===== src/rtl/gpio_dbnc_pkg.sv =====
package gpio_dbnc_pkg;
  typedef enum logic [1:0] {
    ADDR_DIR  = 2'd0,
    ADDR_DATA = 2'd1,
    ADDR_DBNC = 2'd2,
    ADDR_RING = 2'd3
  } reg_addr_e;
endpackage


===== src/rtl/gpio_ctrl_regs.sv =====
module gpio_ctrl_regs
  import gpio_dbnc_pkg::*;
#(
  parameter int NUM_PINS = 4,
  parameter int DATA_W   = 8,
  parameter int CODE_W   = 4
) (
  input  logic                clk_i,
  input  logic                rst_ni,
  input  logic                we_i,
  input  logic [1:0]          addr_i,
  input  logic [DATA_W-1:0]   wdata_i,
  input  logic [NUM_PINS-1:0] filt_i,
  output logic [NUM_PINS-1:0] dir_o,
  output logic [NUM_PINS-1:0] dout_o,
  output logic [CODE_W-1:0]   code_o,
  output logic                ring_o,
  output logic [DATA_W-1:0]   rdata_o
);
  reg_addr_e addr;
  logic      unused_wdata;

  assign addr         = reg_addr_e'(addr_i);
  assign unused_wdata = ^wdata_i;

  always_ff @(posedge clk_i or negedge rst_ni) begin
    if (!rst_ni) begin
      dir_o  <= '0;
      dout_o <= '0;
      code_o <= '0;
      ring_o <= 1'b0;
    end else if (we_i) begin
      unique case (addr)
        ADDR_DIR:  dir_o  <= wdata_i[NUM_PINS-1:0];
        ADDR_DATA: dout_o <= wdata_i[NUM_PINS-1:0];
        ADDR_DBNC: code_o <= wdata_i[CODE_W-1:0];
        ADDR_RING: ring_o <= wdata_i[0];
        default: ;
      endcase
    end
  end

  always_comb begin
    rdata_o = '0;
    unique case (addr)
      ADDR_DIR:  rdata_o[NUM_PINS-1:0] = dir_o;
      ADDR_DATA: rdata_o[NUM_PINS-1:0] = (dir_o & dout_o) | (~dir_o & filt_i);
      ADDR_DBNC: rdata_o[CODE_W-1:0]   = code_o;
      ADDR_RING: rdata_o[0]            = ring_o;
      default: ;
    endcase
  end
endmodule


===== src/rtl/gpio_dbnc_cell.sv =====
module gpio_dbnc_cell #(
  parameter int CNT_W       = 8,
  parameter int SYNC_STAGES = 2
) (
  input  logic             clk_i,
  input  logic             rst_ni,
  input  logic             tick_i,
  input  logic [CNT_W-1:0] thr_i,
  input  logic             pin_i,
  output logic             sync_o,
  output logic             filt_o
);
  logic [SYNC_STAGES-1:0] sync_q;
  logic [CNT_W-1:0]       cnt_q;
  logic [CNT_W:0]         cnt_inc;
  logic                   hit;

  always_ff @(posedge clk_i or negedge rst_ni) begin
    if (!rst_ni) sync_q <= '0;
    else         sync_q <= {sync_q[SYNC_STAGES-2:0], pin_i};
  end
  assign sync_o = sync_q[SYNC_STAGES-1];

  assign cnt_inc = {1'b0, cnt_q} + (CNT_W+1)'(1);
  // >= so a lowered threshold finishes a long count on the next tick
  assign hit     = cnt_inc >= {1'b0, thr_i};

  always_ff @(posedge clk_i or negedge rst_ni) begin
    if (!rst_ni) begin
      cnt_q  <= '0;
      filt_o <= 1'b0;
    end else if (sync_o == filt_o) begin
      cnt_q <= '0;
    end else if (tick_i) begin
      if (hit) begin
        filt_o <= ~filt_o;
        cnt_q  <= '0;
      end else begin
        cnt_q <= cnt_inc[CNT_W-1:0];
      end
    end
  end
endmodule


===== src/rtl/gpio_pin_mux.sv =====
module gpio_pin_mux #(
  parameter int NUM_PINS  = 4,
  parameter int RELAY_PIN = 0
) (
  input  logic [NUM_PINS-1:0] dir_i,
  input  logic [NUM_PINS-1:0] dout_i,
  input  logic                ring_i,
  input  logic                relay_i,
  output logic [NUM_PINS-1:0] pin_o,
  output logic [NUM_PINS-1:0] pin_oe_o
);
  for (genvar i = 0; i < NUM_PINS; i++) begin : g_pin
    if (i == RELAY_PIN) begin : g_relay
      assign pin_oe_o[i] = ring_i | dir_i[i];
      assign pin_o[i]    = ring_i ? relay_i : (dir_i[i] & dout_i[i]);
    end else begin : g_plain
      assign pin_oe_o[i] = dir_i[i];
      assign pin_o[i]    = dir_i[i] & dout_i[i];
    end
  end
endmodule


===== src/rtl/gpio_dbnc_port.sv =====
module gpio_dbnc_port #(
  parameter int NUM_PINS       = 4,
  parameter int DATA_W         = 8,
  parameter int CODE_W         = 4,
  parameter int CNT_W          = 8,
  parameter int SYNC_STAGES    = 2,
  parameter int TICKS_PER_STEP = 4,
  parameter int BASE_TICKS     = 5
) (
  input  logic                clk_i,
  input  logic                rst_ni,
  input  logic                tick_i,
  input  logic                reg_we_i,
  input  logic [1:0]          reg_addr_i,
  input  logic [DATA_W-1:0]   reg_wdata_i,
  output logic [DATA_W-1:0]   reg_rdata_o,
  input  logic                relay_i,
  input  logic [NUM_PINS-1:0] pin_i,
  output logic [NUM_PINS-1:0] pin_o,
  output logic [NUM_PINS-1:0] pin_oe_o
);
  logic [NUM_PINS-1:0] dir_q, dout_q, filt, sync;
  logic [CODE_W-1:0]   code_q;
  logic                ring_q;
  logic [CNT_W-1:0]    thr;

  assign thr = CNT_W'(code_q) * CNT_W'(TICKS_PER_STEP) + CNT_W'(BASE_TICKS);

  gpio_ctrl_regs #(.NUM_PINS(NUM_PINS), .DATA_W(DATA_W), .CODE_W(CODE_W)) u_regs (
    .clk_i   (clk_i),
    .rst_ni  (rst_ni),
    .we_i    (reg_we_i),
    .addr_i  (reg_addr_i),
    .wdata_i (reg_wdata_i),
    .filt_i  (filt),
    .dir_o   (dir_q),
    .dout_o  (dout_q),
    .code_o  (code_q),
    .ring_o  (ring_q),
    .rdata_o (reg_rdata_o)
  );

  for (genvar i = 0; i < NUM_PINS; i++) begin : g_cell
    gpio_dbnc_cell #(.CNT_W(CNT_W), .SYNC_STAGES(SYNC_STAGES)) u_cell (
      .clk_i  (clk_i),
      .rst_ni (rst_ni),
      .tick_i (tick_i),
      .thr_i  (thr),
      .pin_i  (pin_i[i]),
      .sync_o (sync[i]),
      .filt_o (filt[i])
    );
  end

  gpio_pin_mux #(.NUM_PINS(NUM_PINS), .RELAY_PIN(0)) u_mux (
    .dir_i    (dir_q),
    .dout_i   (dout_q),
    .ring_i   (ring_q),
    .relay_i  (relay_i),
    .pin_o    (pin_o),
    .pin_oe_o (pin_oe_o)
  );
endmodule


===== config.mk =====
export PLATFORM = sky130hd
export DESIGN_NAME = gpio_dbnc_port
export DESIGN_NICKNAME = d
export VERILOG_FILES = /design/src/rtl/gpio_dbnc_pkg.sv /design/src/rtl/gpio_ctrl_regs.sv /design/src/rtl/gpio_dbnc_cell.sv /design/src/rtl/gpio_pin_mux.sv /design/src/rtl/gpio_dbnc_port.sv
export SDC_FILE = /design/constraint.sdc
export NUM_CORES = 1
export LEC_CHECK = 0
export ABC_CLOCK_PERIOD_IN_PS = 2450
export BUFFER_PORTS_ARGS = -buffer_cell sky130_fd_sc_hd__buf_4
export CORE_ASPECT_RATIO = 0.8
export CORE_MARGIN = 1
export CORE_UTILIZATION = 50
export CTS_CLUSTER_DIAMETER = 30
export CTS_CLUSTER_SIZE = 25
export DETAILED_ROUTE_END_ITERATION = 16
export GPL_TIMING_DRIVEN = 0
export MAX_ROUTING_LAYER = met4
export PLACE_DENSITY = 0.75
export RECOVER_POWER = 100
export SKIP_LAST_GASP = 1
export SYNTH_ARGS = -nofsm -noshare
export SYNTH_HDL_FRONTEND = slang
export SYNTH_SLANG_ARGS = --single-unit
export TNS_END_PERCENT = 10

===== constraint.sdc =====
create_clock -name clk_i -period 2.45 [get_ports clk_i]
set_clock_uncertainty 0.1 [all_clocks]
set_input_delay 0.1225 -clock clk_i [delete_from_list [all_inputs] [get_ports clk_i]]
set_output_delay 0.1225 -clock clk_i [all_outputs]
set_load 0.05 [all_outputs]

==> run summary, run 1 <==
The flow ran to the end, but the final reports show violations. The checks that failed: setup timing. The maximum vdd ir drop came out at 0.491 mV. The filler-free cell count of the finished design is slightly above 500. Total power for the finished layout comes to between 3 and 4 mW. In this run the standard cell core region covers approximately 0.0065 mm².

Of the total power, the share spent switching nets is 0.381. The final setup slack of the worst path is -0.0671 ns. After detailed routing, the average wire length per cell comes to ~15 µm. The share of total power dissipated in the clock network is 0.258. The via count of the first global-routing pass is 2671.

Buffers inserted during clock tree synthesis total 9. The final count of pins violating max slew is 0. A synthesized cell averages 9.93 µm². The aggregate global-route resource usage came out at 0.232.

The signal on the critical path passes through ha_4 -> nand3_4 -> nor2_2 -> xnor2_1 -> inv_1 -> ha_4 -> and2_4 -> nor3_1 -> mux2_4 -> a21oi_2 -> mux2_4. The half-perimeter wire length after detailed placement is 4.91 mm. The post-synthesis async set-or-reset flop share is 1.00. The startpoint type of the worst setup path is a register.

The synthesis-to-finish area growth is 27.5%. The proportion of power drawn by combinational gates is 0.362. The hold violation total from the final report is 0. The count of unresolved DRC violations after routing is 0. In the layout the commonest cells are dfrtp_1, buf_4, nand2_1. Max-cap violations in this run came to 0. The top achievable clock speed is between 300 and 400 MHz.

The die outline width is roughly 94 µm. The first-pass GRT wire length came out at ~12 mm. Internal power comes to 2.07 mW. 0 antenna diodes ended up in the layout.

The final number of setup-violating endpoints came out at 3. The analysis attributes to cell leakage a power of ~2.0 nW. The fraction of final layout cells sized beyond drive strength 1 came out at 0.226. At the pin with the least slew margin, the transition time is between 1 and 1.5 ns. The instance count after placement with tap cells included came out at ~460. In the post-synthesis netlist, the biggest area contributors are dfrtp_1, ha_1, mux2_1. The count of nets after finishing is 467.

The maximum single-stage delay on the critical path is ~0.45 ns. The max-slew headroom at the worst pin is 0.0661. The number of instances in the synthesized netlist came out at roughly 340. The path class of the lowest-slack min-delay path is in -> reg. TritonCTS built the clock tree.

The cell taking the most area after synthesis is dfrtp_1. The ratio of final minimum period to clock period is 1.03. The kind of capture point of the worst setup path is a register. Port buffering added 25 buffers.

Final hold analysis gives a worst-case slack of approximately 0.047 ns. The time the worst path needs with I/O delays and setup is around 2.5 ns. Setup repair after global routing could not meet its margin everywhere.

The power density relative to cell area is around 770 mW/mm². The yosys synthesis warning count is 0. The total number of vias is between 2000 and 3000. The latest clock arrival within the worst-skew pair is approximately 0.34 ns. Leaving out fill and tap cells, the most frequent cell in the layout is dfrtp_1. For this run, the detailed router's first-pass iteration total came to 4.

The residual antenna-violating net count after detailed routing came out at 0. The number of synthesized flops with an enable pin came out at 0. Among all stages on the critical path, the largest delay is contributed by dfrtp_2.

The detailed router finished its first iteration with between 80 and 90 violations. The count of boundary I/O pins came out at 35. Measured on the finished design, the core utilization comes to 0.669.

The floorplan step defined a die boundary enclosing approximately 0.007 mm². Data on the critical path is required at its endpoint by approximately 2.6 ns. For this configuration, the core starts out at a cell density of 0.525. Of the total power, registers draw 0.379.

At the end of routability-driven placement, the weighted congestion stood at around 0.83. After routing the design area is 0.00435 mm². The sum of negative setup slack is -0.116 ns. STA puts the critical path data arrival time at around 2.6 ns. In this run, synthesis produced a sequential element count of 57. The top-area cell type share of the netlist area is 0.418.

The total standard cell area after synthesis came out at about 0.0034 mm². The final wirelength came out at between 7 and 8 mm. The number of antenna violations at the first check in global routing came out at 0.

The total number of clock tree sinks is 57. The share of synthesized area occupied by flip-flops and latches is 0.418. The clock transition at the registers of the reported paths came out at ~0.060 ns. The pin count of the biggest net entering global routing is 58.

The worst setup slack after placement came out at -0.314 ns. The highest net fanout along the worst path is 4. The level count of the clock H-tree came out at 3. The post-placement cell area is between 0.003 and 0.004 mm².

The number of vias per cell is 5.53. The floorplan step set the die height to 75.9 µm. The maximum buffer depth of the clock tree is 2.

The final global-route overflow total is 0. In the synthesized netlist the dominant register cell turns out to be dfrtp_1. The path type of the worst setup path is reg -> reg. Counting distinct cell types in the post-synthesis netlist gives between 40 and 50. For this design the total switching power over the nets is 1.28 mW. The number of core rows is 26. The cell sitting at the root of the clock tree is a clkbuf_8.
==> cell families (layout without fill, tap and decap cells) <==
logic type | count (synthesis) | count (layout) | synth area share
fa+ha+maj | 29 | 29 | 0.106
mux | 21 | 21 | 0.0674
buf+inv | 38 | 115 | 0.0517
simple gates | 111 | 111 | 0.170
compound gates | 61 | 61 | 0.119
other cells | 1 | 4 | 0.00110
xor+xnor | 26 | 26 | 0.0667
flops | 57 | 57 | 0.418
==> per-layer routing <==
metal / global-route usage / vias to the layer above / wire length, µm
met2: 0.352 / 47 / 3770
met1: 0.309 / 1374 / 3690
met3: 0.0663 / 6 / 258
met4: 0.0462 / 0 / 43
met5: - / - / 0
li1: - / 1382 / -
==> worst paths after layout <==
path                                             from                         end  slack, ns  depth (start not counted)
max reg2reg                 g_cell[0].u_cell.cnt_q[0]     g_cell[0].u_cell.filt_o      -0.07                         11
min                                          reg_we_i               u_regs.ring_o       0.05                          3
min reg2reg                g_cell[1].u_cell.sync_q[0]  g_cell[1].u_cell.sync_q[1]       0.25                          0
max                         g_cell[0].u_cell.cnt_q[0]     g_cell[0].u_cell.filt_o      -0.07                         11
min in group asynchronous                      rst_ni   g_cell[3].u_cell.cnt_q[0]       0.55                          2
max in group asynchronous                      rst_ni   g_cell[0].u_cell.cnt_q[0]       0.77                          2
==> sequential cells by signal, indices dropped and copies added, names as in the netlist <==
| signal | flops |
|---|---|
| u_regs.dir_o | 4 |
| g_cell.u_cell.sync_q | 8 |
| u_regs.code_o | 4 |
| u_regs.ring_o | 1 |
| u_regs.dout_o | 4 |
| g_cell.u_cell.filt_o | 4 |
| g_cell.u_cell.cnt_q | 32 |
==> final cells by class <==
cell class,instances,area [µm²]
Tap cell,84,105
Timing Repair Buffer,61,418
Buffer,14,86.3
Clock buffer,13,149
Fill cell,488,2150
Inverter,24,90.1
Sequential cell,57,1440
Clock inverter,3,40.0
Multi-Input combinational cell,252,2030
==> Yosys cell counts, types with 2 or more instances <==
cell type and n:
a22o_1 4, o21ai_1 17, o211ai_1 2, o22ai_1 2
nand4_1 6, buf_4 7, a32o_1 6, o21ai_0 8
o2111ai_1 3, ha_1 29, and3_1 9, a221o_1 2
nand3_1 17, a31oi_1 4, and4_1 2, a21oi_1 8
dfrtp_1 57, xnor2_1 15, xor2_1 11, o31ai_1 2
nor3_1 6, nor2_1 14, nand3b_1 3, mux2i_1 5
nand2_1 33, inv_1 23, nor4b_1 4, mux2_1 15
clkbuf_1 6, and2_1 9
==> worst max-delay path: cells and delay by family (launching register included) <==
family / cells / cell delay (ns)
flip-flops: 1 / 0.45
AO/OA/AOI/OAI: 1 / 0.16
XOR/XNOR: 1 / 0.18
AND/OR/NAND/NOR: 4 / 0.31
multiplexers: 2 / 0.63
buffers and inverters: 1 / 0.10
adder cells (fa/ha/maj): 2 / 0.47
==> timing repair <==
| item | in CTS | in global routing |
|---|---|---|
| hold endpoints to repair | 74 | 0 |
| resized for setup | 22 | 19 |
| pin swaps | 6 | 5 |
| endpoints found under the setup margin | 31 | 31 |
| setup buffers | 21 | 6 |
| hold buffers | 9 | 0 |
==> power by group through the flow <==
stage | Combinational, mW | Sequential, mW | Clock (mW)
finish | 1.21 | 1.27 | 0.865
global route | 1.33 | 1.29 | 0.931
CTS | 1.15 | 1.27 | 0.884
detailed placement | 0.993 | 1.30 | 0
global placement | 0.950 | 1.30 | 0
floorplan | 0.740 | 1.24 | 0
Note: power is estimated with default switching activity, not from simulation.
==> run 2, diff against run 1 <==
ABC_CLOCK_PERIOD_IN_PS = 3300   (was 2450)
CORE_MARGIN = not set   (was 1)
PLACE_DENSITY = 0.72   (was 0.75)
clock period = 3.3 ns   (was 2.45 ns; I/O delays follow)
==> run 2 against run 1 <==
  * The flow now finishes without violations
  * Flip-flop and latch count did not move
  * Total power is 31% lower
  * Via count is 3.9% lower
  * Combinational power is 42% lower
  * Worst setup slack improved by 0.46 ns
  * Hold slack better by 0.045 ns
  * Critical path depth down 3
  * Core utilization shrank 6.7 points
  * Critical path type unchanged
==> run summary, run 2 (synthesis results as in run 1) <==
The sum of negative setup slack was 0 ns (+0.116 ns). STA classifies the critical path endpoint as a register. The logic depth of the worst register-to-register path is 8 (-3). The number of core rows came out at 26 (unchanged).

The count of boundary I/O pins is 35 (unchanged). Counting flops per register, the top entry is g_cell.u_cell.cnt_q. The count of cells resized by post-cts repair came out at 0 (-100%). The worst setup slack after placement came out at 0.454 ns (+0.768 ns). The worst hold path terminates at u_regs.ring_o.

The residual antenna-violating net count after detailed routing came out at 0 (unchanged). The detailed router's first-iteration violation count is 120 (+38%). The effective utilization at floorplan came out at 0.525 (unchanged).

The largest registers in the layout are g_cell.u_cell.cnt_q x32, g_cell.u_cell.sync_q x8. The via count of the first global-routing pass came out at 2484 (-7.0%). TritonCTS built the clock tree. The total power of the final layout is 2.30 mW (-31%). The quantity of hold-fixing buffers added after cts is 9 (unchanged). The final number of setup-violating endpoints came out at 0 (-3). The half-perimeter wire length after detailed placement came out at 5.08 mm (+3.5%). The area enclosed by the die boundary is 0.00717 mm² (unchanged). The library cells used most frequently in the layout, excluding fill and tap cells, are dfrtp_1, nand2_1, ha_1.

The placeable core region is 0.00651 mm² (unchanged). Setup repair after global routing left no endpoint under its margin. The proportion of power drawn by combinational gates is 0.305 (-0.057). The internal power is 1.44 mW (-30%). The total number of vias came out at 2700 (-3.9%). The die outline width came out at 94.4 µm (unchanged).

The pin count of the biggest net entering global routing is 58 (unchanged). The final setup slack of the worst path came out at 0.389 ns (+0.456 ns). The total of fill cells in the finished design is 588 (+20%). The count of port buffers added during placement came out at 25 (unchanged).

The path class of the lowest-slack min-delay path is in -> reg. The number of optimization iterations in the first detailed-route pass came out at 4 (unchanged). The per-cell routed wire length is 14.9 µm (-2.7%). The buffers inserted during post-CTS setup optimization was 0 (-100%). The source of the worst hold timing path is reg_we_i. The capture point of the worst reg-to-reg path is g_cell[2].u_cell.cnt_q[6]. The max capacitance violation total is 0 (unchanged). The final wirelength is 7.13 mm (-8.1%). The flip-flop count of the largest register, all copies and words added came out at 32 (unchanged). The aggregate global-route resource usage came to 0.222 (-0.0101).

The post-route cell area is 0.00392 mm² (-10%). The final weighted congestion in routability-driven placement came to 0.827 (-0.49%). The maximum buffer depth of the clock tree is 2 (unchanged).

The slew at the pin with the worst max-slew slack is 1.38 ns (-0.0187 ns). The final count of pins violating max slew came out at 0 (unchanged). The power density relative to cell area is 588 mW/mm² (-24%).

The worst reg-to-reg setup slack came out at 0.39 ns (+0.46 ns). The net switching component of the power is 861 µW (-32%). The highest net fanout along the worst path came out at 8 (+4). The cell at the root of the clock tree is clkbuf_8. The top achievable clock speed is 343 MHz (-14%).

The post-placement cell area is 0.00372 mm² (-0.83%). The start of the worst register-to-register path is u_regs.code_o[0]. The required time at the worst-slack endpoint came out at 3.47 ns (+0.90 ns). The share of power burned in registers is 0.413 (+0.034). The count of unresolved DRC violations after routing came out at 0 (unchanged). The flow ran to the end, and the final reports show no timing, DRC or antenna violations. The hold violation total from the final report came out at 0 (unchanged). Leaving out fill and tap cells, the most frequent cell in the layout is dfrtp_1. The level count of the clock H-tree was 3 (unchanged).

The switching share of power came out at 0.374 (-0.00727). The time the worst path needs with I/O delays and setup came to 2.91 ns (+0.394 ns). The fraction of final layout cells sized beyond drive strength 1 is 0.0783 (-0.148).

The instance count along the most critical hold path is 3 (unchanged). The ratio of final minimum period to clock period is 0.882 (-0.145). The count of nets after finishing is 440 (-5.8%). The final global-route overflow total was 0 (unchanged). The latest clock arrival within the worst-skew pair is 0.33 ns (about the same). The startpoint type of the worst setup path is a register.

The number of buffers created by CTS is 9 (unchanged). The synthesis-to-finish area growth is 14.8%. The total number of clock tree sinks came to 57 (unchanged). The number of vias per cell is 5.63 (+1.7%). The clock transition at the registers of the reported paths is 0.06 ns (about the same). The data arrival time of the critical path came out at 3.08 ns (+0.45 ns). The maximum vdd ir drop is 0.400 mV (-19%). The max-slew headroom at the worst pin is 0.0786 (+0.0125). The height of the chip is 75.9 µm (unchanged). The leakage power was 1.82 nW (-7.6%). The first-pass GRT wire length was 11.9 mm (-5.0%).

The number of antenna violations at the first check in global routing is 0 (unchanged). The relative contribution of the clock network to total power was 0.282 (+0.024). The number of diodes came out at 0 (unchanged).

The path type of the worst setup path is reg -> reg.
## run 2: power by group through the flow
| stage | Sequential [mW] | Clock (mW) | Combinational, mW |
|---|---|---|---|
| 6_report | 0.952 | 0.648 | 0.702 |
| 5_1_grt | 0.971 | 0.696 | 0.778 |
| 4_1_cts | 0.950 | 0.661 | 0.755 |
| 3_5_place_dp | 0.961 | 0 | 0.731 |
| 3_3_place_gp | 0.956 | 0 | 0.707 |
| 2_1_floorplan | 0.919 | 0 | 0.547 |
## run 2: layout make-up
type                       count  area (µm²)  area share
multi-input combinational    252        1820       0.463
sequential                    57        1430       0.364
timing repair buffer          34         208      0.0530
clock buffer                  12         155      0.0396
tap                           84         105      0.0268
inverter                      24        90.1      0.0230
buffer                        14        78.8      0.0201
clock inverter                 3        40.0      0.0102
## run 2: worst max-delay path: stages (launching register included)
cell and delay [ns]:
dfrtp_1 0.59, ha_1 0.26, nand3_1 0.22, ha_1 0.40
a211o_1 0.31, a21oi_1 0.17, o211ai_1 0.20, nor2_1 0.38
a221o_1 0.22
## run 2: per-layer routing
layer  track usage  wire (µm)  up-vias
met2         0.315       3250       71
li1              -          -     1316
met5             -          0        -
met3        0.0602        319        5
met4        0.0631         39        0
met1         0.309       3520     1308
## run 2: worst max-delay path by stage
stage,from,endpoint,cells after the start
after global placement,g_cell[0].u_cell.cnt_q[0],g_cell[0].u_cell.cnt_q[4],11
after floorplan,g_cell[0].u_cell.cnt_q[0],g_cell[0].u_cell.filt_o,11
final,u_regs.code_o[0],g_cell[2].u_cell.cnt_q[6],8
after global routing,g_cell[0].u_cell.cnt_q[0],g_cell[0].u_cell.cnt_q[6],11
after CTS,g_cell[0].u_cell.cnt_q[0],g_cell[0].u_cell.cnt_q[4],11
after detailed placement,g_cell[0].u_cell.cnt_q[0],g_cell[0].u_cell.cnt_q[4],11
## run 2: stage by stage
step	utilization	instances	hold WS [ns]
after floorplan	-	347	-0.231
after global placement	0.572	456	0.170
after detailed placement	0.572	456	0.171
after CTS	0.615	480	0.0826
after global routing	0.602	480	0.0887
final	0.602	480	0.0916
==> run 3, diff against run 2 <==
REMOVE_ABC_BUFFERS = 1   (was not set)
==> run 3 against run 2 <==
  * Hold slack better by 0.0059 ns
  * Clock-buffer cell count down 3
  * Critical path type unchanged
  * Sequential power about the same
  * Critical path depth unchanged
  * Combinational power down 4.7%
  * First-iteration DRC count down 4.2%
  * Register-to-register slack about the same
  * Global-route usage up 0.61 points
==> run summary, run 3 (synthesis results as in run 1) <==
The pin count of the biggest net entering global routing is 58 (unchanged). The power density relative to cell area is 590 mW/mm² (+0.36%). The leakage power is 1.77 nW (-2.7%). The required time at the worst-slack endpoint came out at 3.46 ns (about the same).

The via count of the first global-routing pass was 2544 (+2.4%). The worst setup path is captured at a register. The max-slew headroom at the worst pin came out at 0.0793 (+0.000694). The relative contribution of the clock network to total power came to 0.286 (+0.004). The slew at the pin with the worst max-slew slack came out at 1.38 ns (-0.00104 ns). The placeable core region is 0.00651 mm² (unchanged). The final weighted congestion in routability-driven placement is 0.824 (-0.41%). The utilization of the core after routing came to 0.592 (-0.0104).

The maximum single-stage delay on the critical path is 0.59 ns (about the same). The count of boundary I/O pins came out at 35 (unchanged). The net switching component of the power is 886 µW (+2.9%).

The number of buffers created by CTS came out at 9 (unchanged). The residual antenna-violating net count after detailed routing came out at 0 (unchanged). The proportion of power drawn by combinational gates is 0.294 (-0.011).

The final count of pins violating max slew is 0 (unchanged). The clock transition at the registers of the reported paths came out at 0.07 ns (about the same). The most common cell type on the critical path is ha_1.

The number of optimization iterations in the first detailed-route pass came to 5 (+1). The maximum buffer depth of the clock tree was 2 (unchanged). Leaving out fill and tap cells, the most frequent cells in the layout are dfrtp_1, nand2_1, ha_1. The maximum vdd ir drop came to 0.301 mV (-25%). The largest registers in the layout are g_cell.u_cell.cnt_q x32, g_cell.u_cell.sync_q x8. The final global-route overflow total is 0 (unchanged). The family of cells with the greatest summed delay on the critical path is compound AO/OA/AOI/OAI gates. The count of nets after finishing came out at 427 (-3.0%). The per-cell routed wire length is 15.1 µm (+1.6%). The buffers inserted during post-CTS setup optimization was 0 (unchanged). The number of diodes is 0 (unchanged). The flip-flop count of the largest register, all copies and words added was 32 (unchanged).

The sum of negative setup slack came out at 0 ns (unchanged). The effective utilization at floorplan came out at 0.525 (unchanged). The number of antenna violations at the first check in global routing is 0 (unchanged). The number of vias per cell came out at 5.52 (-1.9%). The final wirelength came out at 7.06 mm (-0.97%).

The post-route worst hold slack is 0.0975 ns (+0.00586 ns). The final number of setup-violating endpoints is 0 (unchanged). TritonCTS built the clock tree. The time the worst path needs with I/O delays and setup came out at 2.92 ns (+0.00960 ns).

The total buffers and inverters traversed by the critical path came out at 0 (unchanged). The count of port buffers added during placement came out at 26 (+4.0%). The fraction of final layout cells sized beyond drive strength 1 is 0.0729 (-0.00537).

The critical path goes through ha_1 -> nand3_1 -> ha_1 -> a211o_1 -> a21oi_1 -> o211ai_1 -> nor2_1 -> a221o_1. The data arrival time of the critical path came out at 3.08 ns (about the same). The count of unresolved DRC violations after routing came out at 0 (unchanged).

The ratio of final minimum period to clock period came out at 0.885 (+0.00291). The highest net fanout along the worst path is 8 (unchanged). The height of the chip came out at 75.9 µm (unchanged). The half-perimeter wire length after detailed placement was 5.00 mm (-1.5%). The library cell used most frequently in the layout, excluding fill and tap cells, is dfrtp_1. Setup repair after global routing left no endpoint under its margin. The flow ran to the end, and the final reports show no timing, DRC or antenna violations. The top achievable clock speed is 342 MHz (-0.33%). In this run the worst hold path is classified as in -> reg. The switching share of power came out at 0.390 (+0.0162). The total number of vias came out at 2583 (-4.3%). The first-pass GRT wire length is 12.2 mm (+3.2%). On the critical path, the stage with the largest delay is an instance of dfrtp_1. The total number of clock tree sinks was 57 (unchanged).

The internal power is 1.39 mW (-3.9%). The hold violation total from the final report came out at 0 (unchanged). The detailed router's first-iteration violation count came to 115 (-4.2%). The die outline width came out at 94.4 µm (unchanged).

The worst setup path is launched from a register. The area enclosed by the die boundary came out at 0.00717 mm² (unchanged). The number of core rows is 26 (unchanged). The share of power burned in registers is 0.420 (+0.007).

The level count of the clock H-tree is 3 (unchanged). The max capacitance violation total is 0 (unchanged). The cell at the root of the clock tree is clkbuf_8. The latest clock arrival within the worst-skew pair came out at 0.34 ns (about the same).

Ranked by flip-flop count, first place goes to g_cell.u_cell.cnt_q. The aggregate global-route resource usage came to 0.228 (+0.00612). The synthesis-to-finish area growth is 12.8%. The critical path is of the reg -> reg type.
run 3: changes by cell type in the layout (fill, tap and decap cells not counted):
cell	previous run	this run
clkbuf_1	26	17
buf_4	9	4
clkinvlp_4	0	3
clkbuf_8	11	9
and2_0	1	2
and2_1	8	7
clkinv_4	0	1
o21ai_0	22	21
o21ai_1	3	4
run 3: final timing paths:
kind                                                  from                         end  slack [ns]  cells after the start
max in group asynchronous                           rst_ni   g_cell[2].u_cell.cnt_q[1]        1.68                      2
worst min register to register  g_cell[2].u_cell.sync_q[0]  g_cell[2].u_cell.sync_q[1]        0.25                      0
worst min-delay path                              reg_we_i               u_regs.ring_o         0.1                      3
worst max-delay path                      u_regs.code_o[0]   g_cell[2].u_cell.cnt_q[5]        0.38                      8
worst max register to register            u_regs.code_o[0]   g_cell[2].u_cell.cnt_q[5]        0.38                      8
min in group asynchronous                           rst_ni   g_cell[3].u_cell.cnt_q[3]        0.57                      2
run 3: worst min-delay path, stage by stage:
cell,delay (ns)
buf_4,0.12
nand3_1,0.08
mux2_1,0.14
run 3: power by group through the flow:
stage / clock network [mW] / registers, mW / logic [mW]
floorplan: 0 / 0.942 / 0.494
global placement: 0 / 0.958 / 0.682
detailed placement: 0 / 0.965 / 0.704
CTS: 0.668 / 0.952 / 0.716
global route: 0.709 / 0.976 / 0.762
finish: 0.649 / 0.954 / 0.669
run 3: layout make-up:
type / count / area [µm²]
clock buffers: 9 / 124
inverters: 24 / 90.1
fillers: 590 / 2660
clock inverters: 7 / 71.3
multi-input cells: 252 / 1820
flip-flops and latches: 57 / 1430
repair buffers: 35 / 219
well taps: 84 / 105
run 3: metal layers:
layer	vias to the layer above	wire length [µm]	global-route usage
met4	0	96	0.0585
li1	1289	-	-
met1	1216	3350	0.307
met3	11	389	0.0753
met2	67	3220	0.328
met5	-	0	-
run 3: per-stage QoR:
stage / std cells / worst slack (ns) / power (mW) / instance area, µm²
after CTS: 468 / 0.444 / 2.34 / 3930
after detailed placement: 443 / 0.465 / 1.67 / 3640
final: 468 / 0.379 / 2.27 / 3850
after global routing: 468 / 0.136 / 2.45 / 3850
after global placement: 443 / 0.550 / 1.64 / 3640
after floorplan: 333 / 0.771 / 1.44 / 3340
run 3: what timing repair did:
item / in CTS / in global routing
hold buffers: 9 / 0
resized for setup: 0 / 0
hold endpoints to repair: 74 / 0
